<file path="config.mk">
export PLATFORM = sky130hd
export DESIGN_NAME = mps_selector
export DESIGN_NICKNAME = d
export VERILOG_FILES = /design/src/rtl/mps_pkg.sv /design/src/rtl/mps_rr_pick.sv /design/src/rtl/mps_ptr_bank.sv /design/src/rtl/mps_delay_line.sv /design/src/rtl/mps_selector.sv
export SDC_FILE = /design/constraint.sdc
export NUM_CORES = 1
export LEC_CHECK = 0
export ABC_CLOCK_PERIOD_IN_PS = 3350
export BUFFER_PORTS_ARGS = -buffer_cell sky130_fd_sc_hd__buf_2
export CAP_MARGIN = 10
export CORE_MARGIN = 5
export CORE_UTILIZATION = 58
export DETAILED_ROUTE_END_ITERATION = 10
export PLACE_DENSITY = 0.85
export SKIP_LAST_GASP = 1
export SLEW_MARGIN = 40
export SYNTH_ARGS = -nofsm -noshare
export SYNTH_HDL_FRONTEND = slang
export SYNTH_SLANG_ARGS = --single-unit
export TNS_END_PERCENT = 20
</file>
<file path="constraint.sdc">
create_clock -name clk -period 3.35 [get_ports clk]
set_input_delay 0 -clock clk [delete_from_list [all_inputs] [get_ports clk]]
set_output_delay 0 -clock clk [all_outputs]
set_load 0.05 [all_outputs]
</file>
<file path="src/rtl/mps_pkg.sv">
package mps_pkg;

  // Round-robin successor of index v in a ring of n entries
  function automatic int unsigned ring_next(int unsigned v, int unsigned n);
    return (v + 1 >= n) ? 0 : v + 1;
  endfunction

endpackage

</file>
<file path="src/rtl/mps_rr_pick.sv">
module mps_rr_pick #(
  parameter int N = 4,
  parameter int W = 2
) (
  input  logic [N-1:0] req_i,
  input  logic [W-1:0] ptr_i,
  output logic         hit_o,
  output logic [W-1:0] idx_o
);

  // Scan from the highest offset down, so the smallest offset wins
  always_comb begin
    hit_o = 1'b0;
    idx_o = '0;
    for (int k = N - 1; k >= 0; k--) begin
      int pos;
      pos = int'(ptr_i) + k;
      if (pos >= N) pos = pos - N;
      if (req_i[pos]) begin
        hit_o = 1'b1;
        idx_o = W'(pos);
      end
    end
  end

endmodule

</file>
<file path="src/rtl/mps_ptr_bank.sv">
module mps_ptr_bank #(
  parameter int N  = 4,
  parameter int K  = 4,
  parameter int W  = 2,
  parameter int SW = 2
) (
  input  logic            clk,
  input  logic            rst_n,
  input  logic            we_i,
  input  logic [SW-1:0]   set_i,
  input  logic [N*W-1:0]  wdata_i,
  output logic [N*W-1:0]  rdata_o
);

  logic [N*W-1:0] bank_q [K];

  assign rdata_o = bank_q[set_i];

  always_ff @(posedge clk or negedge rst_n) begin
    if (!rst_n) begin
      for (int s = 0; s < K; s++) bank_q[s] <= '0;
    end else if (we_i) begin
      bank_q[set_i] <= wdata_i;
    end
  end

endmodule

</file>
<file path="src/rtl/mps_delay_line.sv">
module mps_delay_line #(
  parameter int WD    = 8,
  parameter int DEPTH = 4
) (
  input  logic          clk,
  input  logic          rst_n,
  input  logic          en_i,
  input  logic [WD-1:0] d_i,
  output logic [WD-1:0] q_o
);

  logic [WD-1:0] stage_q [DEPTH];

  always_ff @(posedge clk or negedge rst_n) begin
    if (!rst_n) begin
      for (int k = 0; k < DEPTH; k++) stage_q[k] <= '0;
    end else if (en_i) begin
      stage_q[0] <= d_i;
      for (int k = 1; k < DEPTH; k++) stage_q[k] <= stage_q[k-1];
    end
  end

  assign q_o = stage_q[DEPTH-1];

endmodule

</file>
<file path="src/rtl/mps_selector.sv">
module mps_selector #(
  parameter int N = 4,
  parameter int K = 4
) (
  input  logic                                clk,
  input  logic                                rst_n,
  input  logic                                slot_en,
  input  logic [N*N-1:0]                      voq_i,
  output logic [N-1:0]                        req_valid_o,
  output logic [N*((N > 1) ? $clog2(N) : 1)-1:0] req_dst_o,
  output logic [((K > 1) ? $clog2(K) : 1)-1:0]   req_set_o,
  output logic [N-1:0]                        res_valid_o,
  output logic [N*((N > 1) ? $clog2(N) : 1)-1:0] res_dst_o,
  output logic [((K > 1) ? $clog2(K) : 1)-1:0]   res_set_o
);
  import mps_pkg::*;

  localparam int W  = (N > 1) ? $clog2(N) : 1;
  localparam int SW = (K > 1) ? $clog2(K) : 1;
  localparam int PW = SW + N + N * W;

  // Slot counter
  logic [SW-1:0] set_q, set_d;

  always_comb begin
    set_d = set_q;
    if (slot_en) set_d = (set_q == SW'(K - 1)) ? '0 : set_q + SW'(1);
  end

  always_ff @(posedge clk or negedge rst_n) begin
    if (!rst_n) set_q <= '0;
    else        set_q <= set_d;
  end

  // Returning outcome from the delay line
  logic [PW-1:0]  pipe_in, pipe_out;
  logic [SW-1:0]  arr_set;
  logic [N-1:0]   arr_v;
  logic [N*W-1:0] arr_dst_flat;
  logic [W-1:0]   arr_dst [N];

  assign {arr_set, arr_v, arr_dst_flat} = pipe_out;

  // Pointer storage and same-slot forwarding
  logic [N*W-1:0] r_rd_flat, g_rd_flat, r_wr_flat, g_wr_flat;
  logic [W-1:0]   r_eff [N];
  logic [W-1:0]   g_eff [N];

  always_comb begin
    for (int i = 0; i < N; i++) begin
      arr_dst[i] = arr_dst_flat[i*W +: W];
      r_eff[i]   = arr_v[i] ? W'(ring_next(int'(arr_dst[i]), N)) : r_rd_flat[i*W +: W];
    end
    for (int j = 0; j < N; j++) begin
      g_eff[j] = g_rd_flat[j*W +: W];
      for (int i = 0; i < N; i++) begin
        if (arr_v[i] && arr_dst[i] == W'(j)) g_eff[j] = W'(ring_next(i, N));
      end
    end
    for (int i = 0; i < N; i++) begin
      r_wr_flat[i*W +: W] = r_eff[i];
      g_wr_flat[i*W +: W] = g_eff[i];
    end
  end

  mps_ptr_bank #(.N(N), .K(K), .W(W), .SW(SW)) u_req_bank (
    .clk(clk), .rst_n(rst_n), .we_i(slot_en), .set_i(set_q),
    .wdata_i(r_wr_flat), .rdata_o(r_rd_flat)
  );

  mps_ptr_bank #(.N(N), .K(K), .W(W), .SW(SW)) u_gnt_bank (
    .clk(clk), .rst_n(rst_n), .we_i(slot_en), .set_i(set_q),
    .wdata_i(g_wr_flat), .rdata_o(g_rd_flat)
  );

  // Request side: one shared picker per input
  logic [N-1:0] req_v;
  logic [W-1:0] req_d [N];

  for (genvar gi = 0; gi < N; gi++) begin : g_in
    mps_rr_pick #(.N(N), .W(W)) u_pick (
      .req_i(voq_i[gi*N +: N]), .ptr_i(r_eff[gi]),
      .hit_o(req_v[gi]), .idx_o(req_d[gi])
    );
  end

  // Grant side: one shared picker per output
  logic [N-1:0] col [N];
  logic [N-1:0] out_v;
  logic [W-1:0] out_sel [N];

  always_comb begin
    for (int j = 0; j < N; j++) begin
      for (int i = 0; i < N; i++) col[j][i] = req_v[i] && (req_d[i] == W'(j));
    end
  end

  for (genvar go = 0; go < N; go++) begin : g_out
    mps_rr_pick #(.N(N), .W(W)) u_pick (
      .req_i(col[go]), .ptr_i(g_eff[go]),
      .hit_o(out_v[go]), .idx_o(out_sel[go])
    );
  end

  logic [N-1:0]   granted;
  logic [N*W-1:0] req_d_flat;

  always_comb begin
    for (int i = 0; i < N; i++) begin
      granted[i] = 1'b0;
      for (int j = 0; j < N; j++) begin
        if (req_v[i] && req_d[i] == W'(j) && out_v[j] && out_sel[j] == W'(i)) granted[i] = 1'b1;
      end
      req_d_flat[i*W +: W] = req_d[i];
    end
  end

  // Round trip
  assign pipe_in = {set_q, granted, req_d_flat};

  mps_delay_line #(.WD(PW), .DEPTH(K)) u_link (
    .clk(clk), .rst_n(rst_n), .en_i(slot_en), .d_i(pipe_in), .q_o(pipe_out)
  );

  assign req_valid_o = req_v;
  assign req_dst_o   = req_d_flat;
  assign req_set_o   = set_q;
  assign res_valid_o = arr_v;
  assign res_dst_o   = arr_dst_flat;
  assign res_set_o   = arr_set;

endmodule

</file>
Word level (Yosys, flattened, before mapping):

Index checks and enable logic that the tools add are counted.

* register bits: 122
* input bits: 19
* logic and storage cells: 502

* add/sub/neg operators: 61
* $lt $le $gt $ge: 70
* equality and inequality tests: 37
* multiplexer cells: 243
* bitwise logic cells: 1
* reduce and logical (&&, ||, !) cells: 77

Operator list (count)
* < comparator 32 x 4 -> 1 bit (second input constant): 32
* 2-to-1 mux 32 bit: 32
* >= comparator 32 x 4 -> 1 bit (second input constant): 24
* subtractor 32 x 4 -> 32 bit (second input constant): 24
* 2-to-1 mux 2 bit: 57
* 2-to-1 mux 1 bit: 112
* logical AND 1 bit: 65
* binary-select mux 1 bit (select 2 bit): 32
* bitwise mux 32 bit: 2
* == test 2 bit (second input constant): 25
* adder 2 x 2 -> 3 bit (second input constant): 16
* 2-to-1 mux 8 bit: 5
* adder 2 x 1 -> 3 bit (second input constant): 12
* binary-select mux 8 bit (select 2 bit): 2
* subtractor 2 x 3 -> 4 bit (second input constant): 8
* == test 2 x 1 -> 1 bit (second input constant): 12
* >= comparator 2 x 3 -> 1 bit (second input constant): 8
* logical NOT 2 bit: 12
* demux 8 bit (select 2 bit): 1
* >= comparator 3 bit (second input constant): 5
* < comparator 3 x 1 -> 1 bit (second input constant): 1
* NOT 2 -> 3 bit: 1
* adder 2 x 1 -> 2 bit (second input constant): 1

Logic depth before layout (Yosys ltp):

* word-level depth: 30
* mapped depth: 12
* mapped depth without buffers: 11

Modules after synthesis:

Synthesis repeated with hierarchy kept, for this count alone.

* cells, all modules: 512
* area, all modules: 6734.0 um^2

Modules (own cells, without submodules)
* mps_ptr_bank: instances 2, cells each 78, area an instance 1422.6 um^2
* mps_delay_line: instances 1, cells each 132, area an instance 2348.5 um^2
* mps_selector: instances 1, cells each 120, area an instance 919.6 um^2
* mps_rr_pick: instances 8, cells each 13, area an instance 77.6 um^2

Least setup slack after synthesis:

OpenSTA, ideal clock, no wires.

* path type: register to register
* from: reg set_q[0], in the netlist req_set_o[0]
* to: reg u_link.stage_q[42] (netlist bit)
* setup time: 0.073 ns
* arrival time: 3.501 ns
* path slack: -0.225 ns
* stages on the path, launching flop included: 8
* cell sequence: dfrtp_1 > buf_6 > mux4_2 > mux2_4 > a21oi_1 > nor2_1 > a221oi_1 > mux2_2

* word-level cells in the longest chain between the ends: 15
* elaborated cells on any way between the ends: 36
* those cells by class: add/sub (7); order compare (4); mux (24); bitwise (1)

Ends and longest elaborated chain
* start, declared: line mps_selector.sv:23 `logic [SW-1:0] set_q, set_d;`
* start signal, assigned: line mps_selector.sv:32 `else set_q <= set_d;`
* NOT 2 -> 3 bit (not written as such) (*): line mps_ptr_bank.sv:17 `assign rdata_o = bank_q[set_i];`
* binary-select mux 8 bit (select 2 bit) (*): line mps_ptr_bank.sv:17
* 2-to-1 mux 8 bit (not written as such) (*) (2 in a row): line mps_ptr_bank.sv:17
* 2-to-1 mux 2 bit (*): line mps_selector.sv:52 `r_eff[i] = arr_v[i] ? W'(ring_next(int'(arr_dst[i]), N)) : r_rd_flat[i*W +: W];`
* adder 2 x 2 -> 3 bit: line mps_rr_pick.sv:17 `pos = int'(ptr_i) + k;`
* subtractor 32 x 4 -> 32 bit or >= comparator 32 x 4 -> 1 bit (tied branches): line mps_rr_pick.sv:18 `if (pos >= N) pos = pos - N;`
* 2-to-1 mux 32 bit: line mps_rr_pick.sv:18
* binary-select mux 1 bit (select 2 bit): line mps_rr_pick.sv:19 `if (req_i[pos]) begin`
* 2-to-1 mux 1 bit (not written as such) (2 in a row): line mps_rr_pick.sv:19
* 2-to-1 mux 2 bit (3 in a row): line mps_rr_pick.sv:19
* 2-to-1 mux 2 bit (*): line mps_rr_pick.sv:19
* net req_dst_o, one bit: line mps_selector.sv:10 `output logic [N*((N > 1) ? $clog2(N) : 1)-1:0] req_dst_o,`
* end, declared: line mps_delay_line.sv:12 `logic [WD-1:0] stage_q [DEPTH];`

Mark *: on every way through the listed nets, which the timed path passes. The rest lies on a longest branch. The select of a mux whose other input is x is not followed.
A chain may end at the register's enable or synchronous reset.

Final worst setup path:

* from: reg set_q[0], in the netlist req_set_o[0]
* to: reg u_link.stage_q[53] (netlist bit)

* word-level cells in the longest chain between the ends: 30
* elaborated cells on any way between the ends: 355
* those cells by class: add/sub (56); order compare (32); eq/ne (16); mux (222); bitwise (1); reduce/logical (28)

Ends and longest elaborated chain
* NOT 2 -> 3 bit (not written as such) (*): line mps_ptr_bank.sv:17
* binary-select mux 8 bit (select 2 bit): line mps_ptr_bank.sv:17
* 2-to-1 mux 8 bit (not written as such) (2 in a row): line mps_ptr_bank.sv:17
* 2-to-1 mux 2 bit: line mps_selector.sv:52
* adder 2 x 2 -> 3 bit: line mps_rr_pick.sv:17
* subtractor 32 x 4 -> 32 bit or >= comparator 32 x 4 -> 1 bit (tied branches): line mps_rr_pick.sv:18
* 2-to-1 mux 32 bit: line mps_rr_pick.sv:18
* binary-select mux 1 bit (select 2 bit): line mps_rr_pick.sv:19
* (+7 left out)
* logical AND 1 bit (on tied branches): line mps_selector.sv:94, mps_selector.sv:112
* binary-select mux 1 bit (select 2 bit): line mps_rr_pick.sv:19
* 2-to-1 mux 1 bit (not written as such) (2 in a row): line mps_rr_pick.sv:19
* 2-to-1 mux 2 bit or 2-to-1 mux 1 bit (tied branches) (4 in a row): line mps_rr_pick.sv:19
* == test 2 bit or logical AND 1 bit (tied branches): line mps_selector.sv:112 `if (req_v[i] && req_d[i] == W'(j) && out_v[j] && out_sel[j] == W'(i)) granted[i] = 1'b1;`
* logical AND 1 bit: line mps_selector.sv:112
* 2-to-1 mux 1 bit (3 in a row): line mps_selector.sv:112
* 2-to-1 mux 1 bit (*): line mps_selector.sv:112

Mark *: on every way between the ends. The rest lies on a longest branch, timed or not. The select of a mux whose other input is x is not followed.

==> results.md <==
* FF/Latch Area at roughly 3100 um^2
* Final min period at 3.22 ns
* Core Rows at 40
* Hold slack at ~0.089 ns
* Die area at ~15000 um^2
* Routed via count at around 6.0k
* Sequential fraction of the synthesis area at between 40% and 50%
* Post-synthesis area per instance at about 9.7 um^2
* Comb pwr share at between 50% and 60%
* Pint at around 5.3 mW
* Post-Syn Instances at around 750
* Vias in the first global route at around 6.0k
* Inst Count DP at roughly 900
* Initial Util at between 50% and 60%
* Register-to-Register Setup Slack at 0.13 ns
* Unique cell type count in the Yosys netlist at just over 80
* Multi-input gate area at roughly 3800 um^2
* RSZ-0062 raised after global routing: true
* Achievable Freq at 310 MHz
* Final setup vio count at 0
* Critical-path cell list: buf_12 > mux4_2 > a21oi_2 > buf_4 > a211o_2 > o22ai_1 > or4b_4 > and3_4 > a21boi_1 > a41oi_1
* Area leader, netlist: dfrtp_1
* CP Data Arrival Time at approximately 3.5 ns
* Core Area at 12100 um^2
* Max-cap viol count at 0
* Pre-CTS setup slack at ~0.14 ns
* Reg power frac at 27.4%
* CTS Root Cell: clkbuf_16
* Slew @ Worst Pin at 0.767 ns
* Die X at between 100 and 150 um
* Final Cycle Share at roughly 96%
* Netlist Area Pre-Place at 7230 um^2
* Pleak at about 3.7 nW
* Worst min path class: input port to flip-flop
* ANT cells at 0
* Max_slew headroom at 48.9%
* Filler cells at between 900 and 1k
* Layout area overhead at 12.9%
* Clock Pin Slew Worst Setup and Hold Paths at ~0.06 ns
* Final Hold Fails at 0
* EDFF count, synth at 0
* TNS Setup at 0 ns
* Clock share of power at 20.2%
* Setup CP Type: flip-flop to flip-flop
* FF+latch count, synth at approximately 120
* HPWL Detailed at approximately 13000 um
* M1 GR Usage at a little under a third
* Slowest stage delay, CP at between 0.5 and 0.6 ns
* RR Endpoint: u_link.stage_q[53]
* Clock Sink Count at around 120
* Num CTS Buffers at 17
* Worst R2R Start: req_set_o[0]
* Grt total ovfl at 0
* Antenna violations before repair at 0
* Gr busiest metal: met2
* Postcts setup bufs at 0
* Worst path slowest cell: mux4_2
* Switching portion of total power at roughly 45%
* Largest net degree at the start of global routing at 68
* Worst-Skew Late Latency at between 0.4 and 0.5 ns
* Critical path fanouts, max at 23
* Final Skew at between 0.01 and 0.015 ns
* Initial detailed-routing violation count at between 500 and 600
* Synth top area share at around 42%
* Final non-filler cell total at 951
* Peak supply drop at 0.859 mV
* WL per Instance at 19.1 um
* Post-synthesis net count at slightly below 800
* Ys async rst share at 100%
* Run status: complete, no violations
* IO Count at 47
* Buffers on Ports at 46
* Pins Over Slew Limit at 0
* CP endpoint kind: flip-flop
* Worst setup SP type: flip-flop
* Worst reg2reg path depth at 10
* Hold Crit Depth at 5
* Final WL at between 15000 and 20000 um
* Net count, final at about 810
* Synth Warn # at 0
* DRT Pass-1 Iters at 7
* Routed Antenna Nets at 0
* P per Cell Area at 1170 nW/um^2
* Gpl congestion at roughly 1
* Height of the die at 122 um
* Met3 Usage GRT at between 7 and 8%
* # DRC at 0
* Avg Vias per Cell at about 6.3
* Met2 Use GR at about 42%
* Hold Path End: u_link.stage_q[53]
* GRT Total Usage at 25.7%
* Sw power at roughly 4.3 mW
* Crit path required time at about 3.6 ns
* Ratio of cells with drive above 1 in the final layout at 24.6%
* Worst setup margin at between 0.1 and 0.15 ns
* Htree depth at 4
* CTS tree: done
* Ranking of synthesized cells by area: dfrtp_1, nand2_1, mux2_2
* Top_reg_cell synth: dfrtp_1
* Min-delay src: voq_i[12]
* First-pass GRT wire length at ~30000 um
* Total power at between 9 and 10 mW
* Longest Clk Path Bufs at 2
registers in the layout, indices dropped and copies added, names as in the netlist:
register           count
u_req_bank.bank_q     32
req_set_o              2
u_link.stage_q        42
u_link.q_o            14
u_gnt_bank.bank_q     32
worst max-delay path, delay by kind of cell, from the launching register on:
family,cells,cell delay [ns]
flops,1,0.37
simple gates,2,0.74
compound gates,5,0.95
mux,1,0.57
buf+inv,2,0.43
placed cells by master, fill, tap and decap left out, types with 4 or more instances in the layout:
master,synthesis,final
a21o_1,6,6
o21a_1,5,5
nor3b_1,5,4
mux2i_1,12,12
and3_1,4,4
a32oi_1,5,5
clkbuf_16,0,17
nand3_1,10,10
buf_2,5,45
a21oi_1,20,20
a21boi_0,5,5
buf_4,21,15
nand2_1,137,134
a21oi_2,4,4
inv_1,25,25
and2_1,10,10
mux4_2,9,9
clkbuf_8,0,5
ha_1,24,24
o221ai_2,2,4
nand2b_1,4,4
o21ai_0,98,98
mux2_2,45,45
a221oi_1,5,4
o21ai_1,7,7
dfrtp_1,122,121
a32o_1,5,5
nor2_1,25,25
nor3_1,10,10
cells in the mapped netlist, types with 4 or more instances:
master    instances
nor3b_1           5
a21oi_1          20
nand2b_1          4
nand3_1          10
mux4_2            9
clkbuf_1         30
ha_1             24
a21boi_0          5
a32oi_1           5
buf_4            21
o21ai_0          98
inv_1            25
and2_1           10
mux2_2           45
a221oi_1          5
nand2_1         137
o21a_1            5
a211oi_1          5
a32o_1            5
mux2i_1          12
nor2_1           25
a21o_1            6
buf_2             5
o21ai_1           7
and3_1            4
dfrtp_1         122
a21oi_2           4
nor3_1           10
power groups by stage:
stage	sequential, mW	combinational [mW]	clock, mW
detailed placement	2.62	4.87	0
CTS	2.61	4.93	1.96
finish	2.63	5.03	1.93
floorplan	2.45	3.91	0
global route	2.70	5.47	2.02
global placement	2.57	4.68	0
worst max path at each step:
| stage | endpoint | slack (ns) | start |
|---|---|---|---|
| final | u_link.stage_q[53] | 0.13 | req_set_o[0] |
| after global routing | u_link.stage_q[51] | -0.04 | req_set_o[0] |
| after CTS | u_link.stage_q[52] | 0.09 | req_set_o[1] |
| after detailed placement | u_link.stage_q[52] | 0.14 | req_set_o[1] |
| after global placement | u_link.stage_q[53] | 0.20 | u_link.q_o[4] |
| after floorplan | u_link.stage_q[43] | -0.22 | req_set_o[0] |
repair_timing:
item,CTS,global route
setup endpoints to repair,0,4
gates resized for setup,0,8
hold buffers,1,0
hold endpoints to repair,65,0
stage by stage:
| step | util (%) | instance area [um^2] |
|---|---|---|
| after floorplan | - | 7240 |
| after CTS | 67.1 | 8120 |
| final | 67.4 | 8160 |
| after detailed placement | 61.8 | 7480 |
| after global routing | 67.4 | 8160 |
| after global placement | 61.7 | 7470 |
cell families after synthesis:
group | count (synthesis) | synth area share, %
buf+inv | 85 | 6.02
xor+xnor | 2 | 0.242
compound gates | 219 | 20.7
fa+ha+maj | 24 | 4.15
simple gates | 226 | 14.3
mux | 70 | 12.4
flops | 122 | 42.2
routing by layer:
| layer | part of all wire [%] | up-vias |
|---|---|---|
| met5 | 0 | - |
| met4 | 3.4 | 0 |
| met3 | 7.9 | 55 |
| met2 | 49 | 276 |
| met1 | 40 | 2918 |
| li1 | - | 2718 |
area by class of cell:
cell class	instances	share of cell area, %
clock buffers	22	6.06
multi-input cells	541	46.4
clock inverters	9	1.67
well taps	168	2.58
flip-flops and latches	122	37.4
repair buffers	63	4.65
inverters	26	1.20
Note: power is estimated with default switching activity, not from simulation.
